## src/rtl/obrx_pkg.sv

```systemverilog
// Shared types for the oversampled command receiver.
// Assumes one ten-bit character format: start, eight data bits, stop.
package obrx_pkg;
    localparam int CHAR_BITS = 10;
    localparam int DATA_BITS = CHAR_BITS - 2;

    typedef enum logic [1:0] {
        ST_IDLE = 2'd0,   // waiting for a low that could open a start-of-frame
        ST_SOF  = 2'd1,   // measuring the low phase of a start-of-frame
        ST_GAP  = 2'd2,   // waiting for the start bit of the next character
        ST_DATA = 2'd3    // collecting the ten bits of a character
    } rx_state_t;
endpackage

```

## src/rtl/obrx_char_shift.sv

```systemverilog
// Character shifter: collects judged bits of one character, newest at the top.
// Assumes the controller clears it at each start bit and shifts once per judged bit.
module obrx_char_shift
    import obrx_pkg::*;
#(
    parameter int NBITS = CHAR_BITS
) (
    input  logic             clk,
    input  logic             rst_n,
    input  logic             clear,
    input  logic             shift_en,
    input  logic             bit_in,
    output logic [NBITS-1:0] chr_next,
    output logic             last_bit
);
    localparam int NB_W = $clog2(NBITS + 1);

    logic [NBITS-1:0] chr;
    logic [NB_W-1:0]  nbits;

    // Value after the current bit is shifted in, available in the same cycle
    always_comb begin
        chr_next = {bit_in, chr[NBITS-1:1]};
        last_bit = (nbits == NB_W'(NBITS - 1));
    end

    // Shift register and bit counter
    always_ff @(posedge clk) begin
        if (!rst_n || clear) begin
            chr   <= '0;
            nbits <= '0;
        end else if (shift_en) begin
            chr   <= chr_next;
            nbits <= nbits + 1'b1;
        end
    end
endmodule

```

## src/rtl/obrx_char_decode.sv

```systemverilog
// Character classifier: splits a complete character into data, end-of-frame or bad.
// Assumes bit 0 is the start bit and the top bit is the stop bit.
module obrx_char_decode
    import obrx_pkg::*;
(
    input  logic [CHAR_BITS-1:0] chr,
    output logic                 is_data,
    output logic                 is_eof,
    output logic [DATA_BITS-1:0] data
);
    // Pure decode of the framing bits
    always_comb begin
        is_data = chr[CHAR_BITS-1] & ~chr[0];
        is_eof  = (chr == '0);
        data    = chr[CHAR_BITS-2:1];
    end
endmodule

```

## src/rtl/obrx_byte_count.sv

```systemverilog
// Frame byte counter with a look-ahead flag for the byte that reaches the limit.
// Assumes clear and inc are never asserted together.
module obrx_byte_count #(
    parameter int MAX_BYTES = 256,
    parameter int CNT_W     = $clog2(MAX_BYTES + 1)
) (
    input  logic             clk,
    input  logic             rst_n,
    input  logic             clear,
    input  logic             inc,
    output logic [CNT_W-1:0] count,
    output logic             at_limit
);
    // Flags the current count as the one whose next byte reaches the limit
    always_comb at_limit = (count == CNT_W'(MAX_BYTES - 1));

    // Counter register
    always_ff @(posedge clk) begin
        if (!rst_n || clear) begin
            count <= '0;
        end else if (inc) begin
            count <= count + 1'b1;
        end
    end
endmodule

```

## src/rtl/obrx_cmd_rx.sv

```systemverilog
// Oversampled command receiver top: start-of-frame qualification, character
// deframing, end-of-frame detection and frame abandonment.
// Assumes SMP_PER_BIT line samples per bit period, one per smp_en strobe, and
// that every output is a one-cycle pulse registered on the deciding strobe.
module obrx_cmd_rx
    import obrx_pkg::*;
#(
    parameter int SMP_PER_BIT  = 4,
    parameter int SOF_MIN_BITS = 10,
    parameter int SOF_MAX_BITS = 12,
    parameter int GAP_MAX_SMP  = 25,
    parameter int MAX_BYTES    = 256,
    parameter int LEN_W        = $clog2(MAX_BYTES + 1)
) (
    input  logic                 clk,
    input  logic                 rst_n,
    input  logic                 smp_en,
    input  logic                 line_in,
    output logic                 byte_valid,
    output logic [DATA_BITS-1:0] byte_data,
    output logic                 frame_done,
    output logic [LEN_W-1:0]     frame_len,
    output logic                 rx_error
);
    localparam int EVAL_PH = SMP_PER_BIT / 2;
    localparam int POS_MAX = (GAP_MAX_SMP + 1 > SMP_PER_BIT) ? GAP_MAX_SMP + 1 : SMP_PER_BIT;
    localparam int POS_W   = $clog2(POS_MAX + 1);
    localparam int LOW_W   = $clog2(SOF_MAX_BITS + 1);

    rx_state_t            st, st_n;
    logic [POS_W-1:0]     pos, pos_n, pos_inc, pos_wrap;
    logic [LOW_W-1:0]     low_cnt, low_n;
    logic                 eval;

    logic                 shift_en, shift_clr;
    logic [CHAR_BITS-1:0] chr_next;
    logic                 last_bit;
    logic                 is_data, is_eof;
    logic [DATA_BITS-1:0] dec_data;

    logic                 cnt_clr, cnt_inc, at_limit;
    logic [LEN_W-1:0]     byte_cnt;

    logic                 bv_n, fd_n, er_n;
    logic [DATA_BITS-1:0] bd_n;
    logic [LEN_W-1:0]     len_n;

    obrx_char_shift #(.NBITS(CHAR_BITS)) u_shift (
        .clk      (clk),
        .rst_n    (rst_n),
        .clear    (shift_clr),
        .shift_en (shift_en),
        .bit_in   (line_in),
        .chr_next (chr_next),
        .last_bit (last_bit)
    );

    obrx_char_decode u_dec (
        .chr     (chr_next),
        .is_data (is_data),
        .is_eof  (is_eof),
        .data    (dec_data)
    );

    obrx_byte_count #(.MAX_BYTES(MAX_BYTES), .CNT_W(LEN_W)) u_cnt (
        .clk      (clk),
        .rst_n    (rst_n),
        .clear    (cnt_clr),
        .inc      (cnt_inc),
        .count    (byte_cnt),
        .at_limit (at_limit)
    );

    // Sample phase arithmetic shared by the states
    always_comb begin
        pos_inc  = pos + 1'b1;
        pos_wrap = (pos_inc >= POS_W'(SMP_PER_BIT)) ? '0 : pos_inc;
        eval     = (pos_inc == POS_W'(EVAL_PH));
    end

    // Receiver control: next state, counters and output pulses per strobe
    always_comb begin
        st_n      = st;
        pos_n     = pos;
        low_n     = low_cnt;
        shift_en  = 1'b0;
        shift_clr = 1'b0;
        cnt_clr   = 1'b0;
        cnt_inc   = 1'b0;
        bv_n      = 1'b0;
        fd_n      = 1'b0;
        er_n      = 1'b0;
        bd_n      = byte_data;
        len_n     = frame_len;
        if (smp_en) begin
            unique case (st)
                ST_IDLE: begin
                    if (!line_in) begin
                        st_n  = ST_SOF;
                        pos_n = '0;
                        low_n = '0;
                    end
                end
                ST_SOF: begin
                    pos_n = pos_wrap;
                    if (eval) begin
                        if (line_in) begin
                            if (low_cnt >= LOW_W'(SOF_MIN_BITS)) begin
                                st_n    = ST_GAP;
                                pos_n   = '0;
                                cnt_clr = 1'b1;
                            end else begin
                                st_n = ST_IDLE;
                            end
                        end else if (low_cnt == LOW_W'(SOF_MAX_BITS)) begin
                            st_n = ST_IDLE;
                            er_n = 1'b1;
                        end else begin
                            low_n = low_cnt + 1'b1;
                        end
                    end
                end
                ST_GAP: begin
                    if (!line_in) begin
                        st_n      = ST_DATA;
                        pos_n     = '0;
                        shift_clr = 1'b1;
                    end else if (pos_inc > POS_W'(GAP_MAX_SMP)) begin
                        st_n = ST_IDLE;
                        er_n = 1'b1;
                    end else begin
                        pos_n = pos_inc;
                    end
                end
                ST_DATA: begin
                    pos_n = pos_wrap;
                    if (eval) begin
                        shift_en = 1'b1;
                        if (last_bit) begin
                            if (is_data) begin
                                bv_n    = 1'b1;
                                bd_n    = dec_data;
                                cnt_inc = 1'b1;
                                if (at_limit) begin
                                    st_n = ST_IDLE;
                                    er_n = 1'b1;
                                end else begin
                                    st_n  = ST_GAP;
                                    pos_n = '0;
                                end
                            end else if (is_eof) begin
                                st_n = ST_IDLE;
                                if (byte_cnt != '0) begin
                                    fd_n  = 1'b1;
                                    len_n = byte_cnt;
                                end
                            end else begin
                                st_n = ST_IDLE;
                                er_n = 1'b1;
                            end
                        end
                    end
                end
                default: st_n = ST_IDLE;
            endcase
        end
    end

    // State, phase and output registers
    always_ff @(posedge clk) begin
        if (!rst_n) begin
            st         <= ST_IDLE;
            pos        <= '0;
            low_cnt    <= '0;
            byte_valid <= 1'b0;
            byte_data  <= '0;
            frame_done <= 1'b0;
            frame_len  <= '0;
            rx_error   <= 1'b0;
        end else begin
            st         <= st_n;
            pos        <= pos_n;
            low_cnt    <= low_n;
            byte_valid <= bv_n;
            byte_data  <= bd_n;
            frame_done <= fd_n;
            frame_len  <= len_n;
            rx_error   <= er_n;
        end
    end
endmodule

```

## config.mk

```make
export PLATFORM = sky130hd
export DESIGN_NAME = obrx_cmd_rx
export DESIGN_NICKNAME = d
export VERILOG_FILES = /design/src/rtl/obrx_pkg.sv /design/src/rtl/obrx_char_shift.sv /design/src/rtl/obrx_char_decode.sv /design/src/rtl/obrx_byte_count.sv /design/src/rtl/obrx_cmd_rx.sv
export SDC_FILE = /design/constraint.sdc
export NUM_CORES = 1
export LEC_CHECK = 0
export BUFFER_PORTS_ARGS = -buffer_cell sky130_fd_sc_hd__buf_2
export CAP_MARGIN = 5
export CORE_UTILIZATION = 53
export CTS_CLUSTER_SIZE = 14
export DETAILED_ROUTE_END_ITERATION = 8
export GPL_TIMING_DRIVEN = 0
export PLACE_DENSITY = 0.76
export SYNTH_ARGS = -nofsm -noshare
export SYNTH_HDL_FRONTEND = slang
export SYNTH_SLANG_ARGS = --single-unit
```

## constraint.sdc

```tcl
create_clock -name clk -period 2.5 [get_ports clk]
set_clock_uncertainty 0.2 [all_clocks]
set_input_delay 0.25 -clock clk [delete_from_list [all_inputs] [get_ports clk]]
set_output_delay 0.25 -clock clk [all_outputs]
set_load 0.02 [all_outputs]
```

# After elaboration in Yosys (flattened, before gate mapping)
# Cells that the tools add are included.
# op_classes
reduce_logical,14
add_sub_neg,4
mux,57
shift,0
magnitude_cmp,3
eq_ne,16
n_div,0
n_bitwise,9
multipliers,0
# op_table
op,n
$mux W5,11
$mux W1,27
$mux W2,11
$pmux W5 S4,1
$mux W4,4
$reduce_and A7 Y1,2
$ne A2 B2 Y1 const B,6
$logic_not A10 Y1,1
$add A9 B1 Y9 const B,1
$eq A9 B8 Y1 const B,1
$ne A3 B3 Y1 const B,3
$reduce_bool A9 Y1,1
$add A4 B1 Y4 const B,2
$eq A4 B4 Y1 const B,2
$not A1 Y1,8
$pmux W2 S4,1
$pmux W4 S2,1
$reduce_or A7 Y1,1
$reduce_and A6 Y1,1
$add A5 B1 Y5 const B,1
$eq A5 B2 Y1 const B,1
$ge A5 B3 Y1 const B,1
$gt A5 B5 Y1 const B,1
$reduce_and A5 Y1,1
11 further kinds,13
# word_totals
out_inout_bits,20
in_bits,4
ram_bits,0
word_cells,114
latch_bits,0
ff_bits,54
romBits,0
n_memories,0

# Depth between registers and ports, before layout
# depth
ltp_word,8
mapped_depth,9

# Modules after synthesis
# Synthesis repeated with hierarchy kept, for this count alone.
# hier_totals
cells_unflattened,306
area_unflattened_um2,2743.9
# by_module_without_submodules
mod,area_each_um2,cells_per_inst,seq_area_each_um2,n_inst
obrx_cmd_rx,1709.1,198,620.6,1
obrx_char_shift,538.0,51,260.2,1
obrx_byte_count,402.9,45,180.2,1
obrx_char_decode,93.8,12,0.0,1

# Worst setup path after synthesis
# No wires, ideal clock.
# synth_path
path_kind,reg2reg
startpoint,reg pos[0]
endpoint,reg u_cnt.count[5]
path_stages_with_launch,8
arrival_time_ns,2.327
setup_time_ns,0.071
slack_ns,-0.098
synth_period_minus_slack_ns,2.598
cell_sequence,dfxtp_1 > ha_1 > or4_1 > buf_2 > a2111oi_4 > nand3_2 > or3_1 > a21oi_1
# synth_via
elab_chain_len,6
word_cells_on_any_way,9
classes_between,1 x add/sub; 1 x eq/ne; 6 x mux; 1 x reduce/logical
# synth_rtl
item,line,source
"start, declared",obrx_cmd_rx.sv:31,"logic [POS_W-1:0] pos, pos_n, pos_inc, pos_wrap;"
"start signal, assigned",obrx_cmd_rx.sv:182,pos <= pos_n;
$add A5 B1 Y5 (*),obrx_cmd_rx.sv:76,pos_inc = pos + 1'b1;
$eq A5 B2 Y1 (*),obrx_cmd_rx.sv:78,eval = (pos_inc == POS_W'(EVAL_PH));
$mux W1,obrx_cmd_rx.sv:106,if (eval) begin
$mux W1,obrx_cmd_rx.sv:96,unique case (st)
$mux W1,obrx_cmd_rx.sv:95,if (smp_en) begin
$logic_or A1 B1 Y1,obrx_byte_count.sv:19,if (!rst_n || clear) begin
"end signal, assigned",obrx_byte_count.sv:22,count <= count + 1'b1;
"end, declared",obrx_byte_count.sv:11,"output logic [CNT_W-1:0] count,"
# Mark *: on every way between the ends. The rest lies on a longest branch, timed or not.
# A chain may end at the register's enable or synchronous reset.

# Final worst setup path
# layout_path
startpoint,reg pos[0]
endpoint,reg u_cnt.count[7]
# Same word-level chain as after synthesis.

==> impl_metrics.yaml <==
yosys:
  yosys.area.top_type_share_pct: 40.6
  yosys_warnings: 0
  synth_cell_types: 52
  synth_edf_count: 0
  yosysMostFrequentCell: "dfxtp_1"
  synth_area_leaders: "dfxtp_1 (41%), mux2i_1 (10%), nor2_1 (6.3%)"
  yosysSeqAreaShare_pct: 40.6
  syn_area_sq_um: 2610
  synthCells: 292
  synth_top_area_cell: "dfxtp_1"
  ys_ff_latch: 53
  synth_commonest_cells: "dfxtp_1 (53), nor2_1 (44), mux2i_1 (26)"
  synth.net_count: 307
  synthArstFlopShare_pct: 0
  synth_flop_cell: "dfxtp_1"
  avgSynthCellArea_sq_um: 8.95
drt:
  vias: 2185
  wirelength_um: 5500
  ant_nets: 0
  dr.pass1.iters: 4
  drc: 0
  routedWlPerCell_um: 14.1
  drt-vias-per-instance: 5.60
  detail_route.iter0.violations: 200
place:
  pre_cts_ws_ns: -0.368
  portBuffers: 21
  gp_congestion: 0.808
  post-dp-hpwl_um: 3890
worst_setup_path:
  crit_type: "reg2reg"
  cp.arrival_ns: 2.45
  cp_cell_sequence: "ha_4 > or4_4 > buf_6 > a2111oi_4 > buf_4 > nand3_4 > or3_4 > a21oi_2"
  crit_path_end_kind: "register"
  start_kind: "register"
  cpPeakStageDelay_ns: 0.42
  slowest_stage: "or4_4"
  cp_max_fo: 8
  worstPathRequired_ns: 2.54
clock_network:
  tritoncts: "built"
  clock_sinks: 53
  cts_made_buffers: 5
  ctsLongestPathBuffers: 2
  path_clk_slew_ns: 0.09
  insertion_delay_ns: 0.31
  ctsHtreeMaxLevel: 2
  cts_root_buf: "clkbuf_8"
power_and_ir_drop:
  p_leak_nw: 1.10
  powerDensity_nw_per_um2: 486
  ir_worst_vdd_v: 0.000406
grt:
  grt_pass1_wl_um: 9400
  grtUsageTotal_pct: 22.7
  antenna_found_initial: 0
  grt_pass1_vias: 2018
  grt_max_degree: 17
  grt_overflow_total: 0
timing:
  slew_viol_final: 0
  fin_crit_ns: 2.41
  min_period_over_period_pct: 96.3
  max_freq_mhz: 415
  worstMarginPinSlew_ns: 0.622
  fin_setup_tns_ns: 0
  setup_slack_ns: 0.0914
  rsz0062_at_grt: "no"
  slew_headroom_pct: 58.4
  hold_slack_ns: 0.155
  hold_viol: 0
  setup_viol: 0
floorplan:
  dieWidth_um: 72.2
  io_pins: 24
  fp.dieArea_sq_um: 5210
  die_y_um: 72.2
  rows: 25
  core_area_sq_um: 4720
  initial_core_util_pct: 55.3
worst_hold_path:
  hp-class: "in2reg"
final_layout:
  drive_above_1_share_pct: 18.3
  fin_nets: 338
  diodes: 0
  syn2layout_area_growth_pct: 16.7
run_status:
  run_status: "complete, no violations"
job:
  drv_cap: 0
==> placed cells by master (no fill, tap or decap), types with 4 or more instances in the layout <==
cell type,Yosys,routed
xor2_1,6,6
a21oi_1,13,12
dfxtp_1,53,49
o211ai_1,5,5
inv_1,14,14
nor2_1,44,44
o21ai_0,5,4
buf_2,5,21
clkbuf_8,0,5
clkbuf_1,8,7
nand2_1,16,16
ha_1,11,10
mux2i_1,26,26
nand3_1,13,13
nand4_1,4,4
nand3b_1,4,4
buf_4,1,7
nor4_1,7,7
o31ai_1,4,4
xnor2_1,4,4
==> path summary, 6_finish.rpt <==
kind,startpoint,endpoint,slack [ns],depth (start not counted)
max,pos[0],u_cnt.count[7],0.09,8
min,smp_en,rx_error,0.16,3
max reg2reg,pos[0],u_cnt.count[7],0.09,8
min reg2reg,frame_len[3],frame_len[3],0.30,2
==> what timing repair did <==
item	in CTS	in global routing
buffers inserted	3	3
hold buffers	0	0
endpoints found under the hold margin	0	0
pin swaps	1	3
setup endpoints to repair	22	36
gates cloned	0	0
gates resized for setup	7	16
==> through the flow <==
step	instances	cell area [sq um]	total power, mW	util, %
6_report	390	3050	1.48	64.5
5_1_grt	390	3050	1.53	64.5
4_1_cts	390	2980	1.49	63.2
3_5_place_dp	380	2820	0.920	59.6
3_3_place_gp	380	2820	0.919	59.6
2_1_floorplan	292	2630	0.905	-
==> power by group <==
part	internal (mW)	total, mW	switching (mW)
combinational	0.0151	0.0588	0.0437
sequential	0.844	0.845	0.00145
clock	0.297	0.577	0.280
total	1.16	1.48	0.325
==> kinds of logic after synthesis <==
| logic type | Yosys count | synth area share (%) |
|---|---|---|
| simple gates | 108 | 20.0 |
| flops | 53 | 40.6 |
| mux | 27 | 10.4 |
| compound gates | 54 | 15.9 |
| fa+ha+maj | 11 | 5.27 |
| buf+inv | 29 | 4.55 |
| xor+xnor | 10 | 3.35 |
==> flip-flops by register name, summed over array words and instances (netlist names) <==
| register | flops |
|---|---|
| st | 2 |
| frame_done | 1 |
| u_shift.nbits | 4 |
| u_cnt.count | 9 |
| byte_data | 8 |
| low_cnt | 4 |
| frame_len | 9 |
| rx_error | 1 |
| pos | 5 |
| byte_valid | 1 |
| u_shift.chr | 9 |
==> final cells by class <==
class,instances,area (sq um)
Timing Repair Buffer,27,154
Fill cell,404,1680
Sequential cell,53,1070
Clock inverter,2,38.8
Clock buffer,5,68.8
Multi-Input combinational cell,210,1520
Tap cell,67,83.8
Inverter,14,52.6
Buffer,12,63.8
==> layer usage <==
layer / track usage, % / vias up / share of wire, %
met2: 35.4 / 45 / 47
li1: - / 1096 / -
met1: 31.4 / 1038 / 48
met4: 8.28 / 0 / 0.98
met5: 0 / - / 0
met3: 4.31 / 6 / 3.7
==> critical path: cells and delay by family (launching register included) <==
family	cells	cell delay (ns)
AO/OA/AOI/OAI	2	0.40
AND/OR/NAND/NOR	3	0.84
adder cells (fa/ha/maj)	1	0.17
buffers and inverters	2	0.35
flip-flops	1	0.39
No activity file was read; power rests on OpenSTA's default activity.
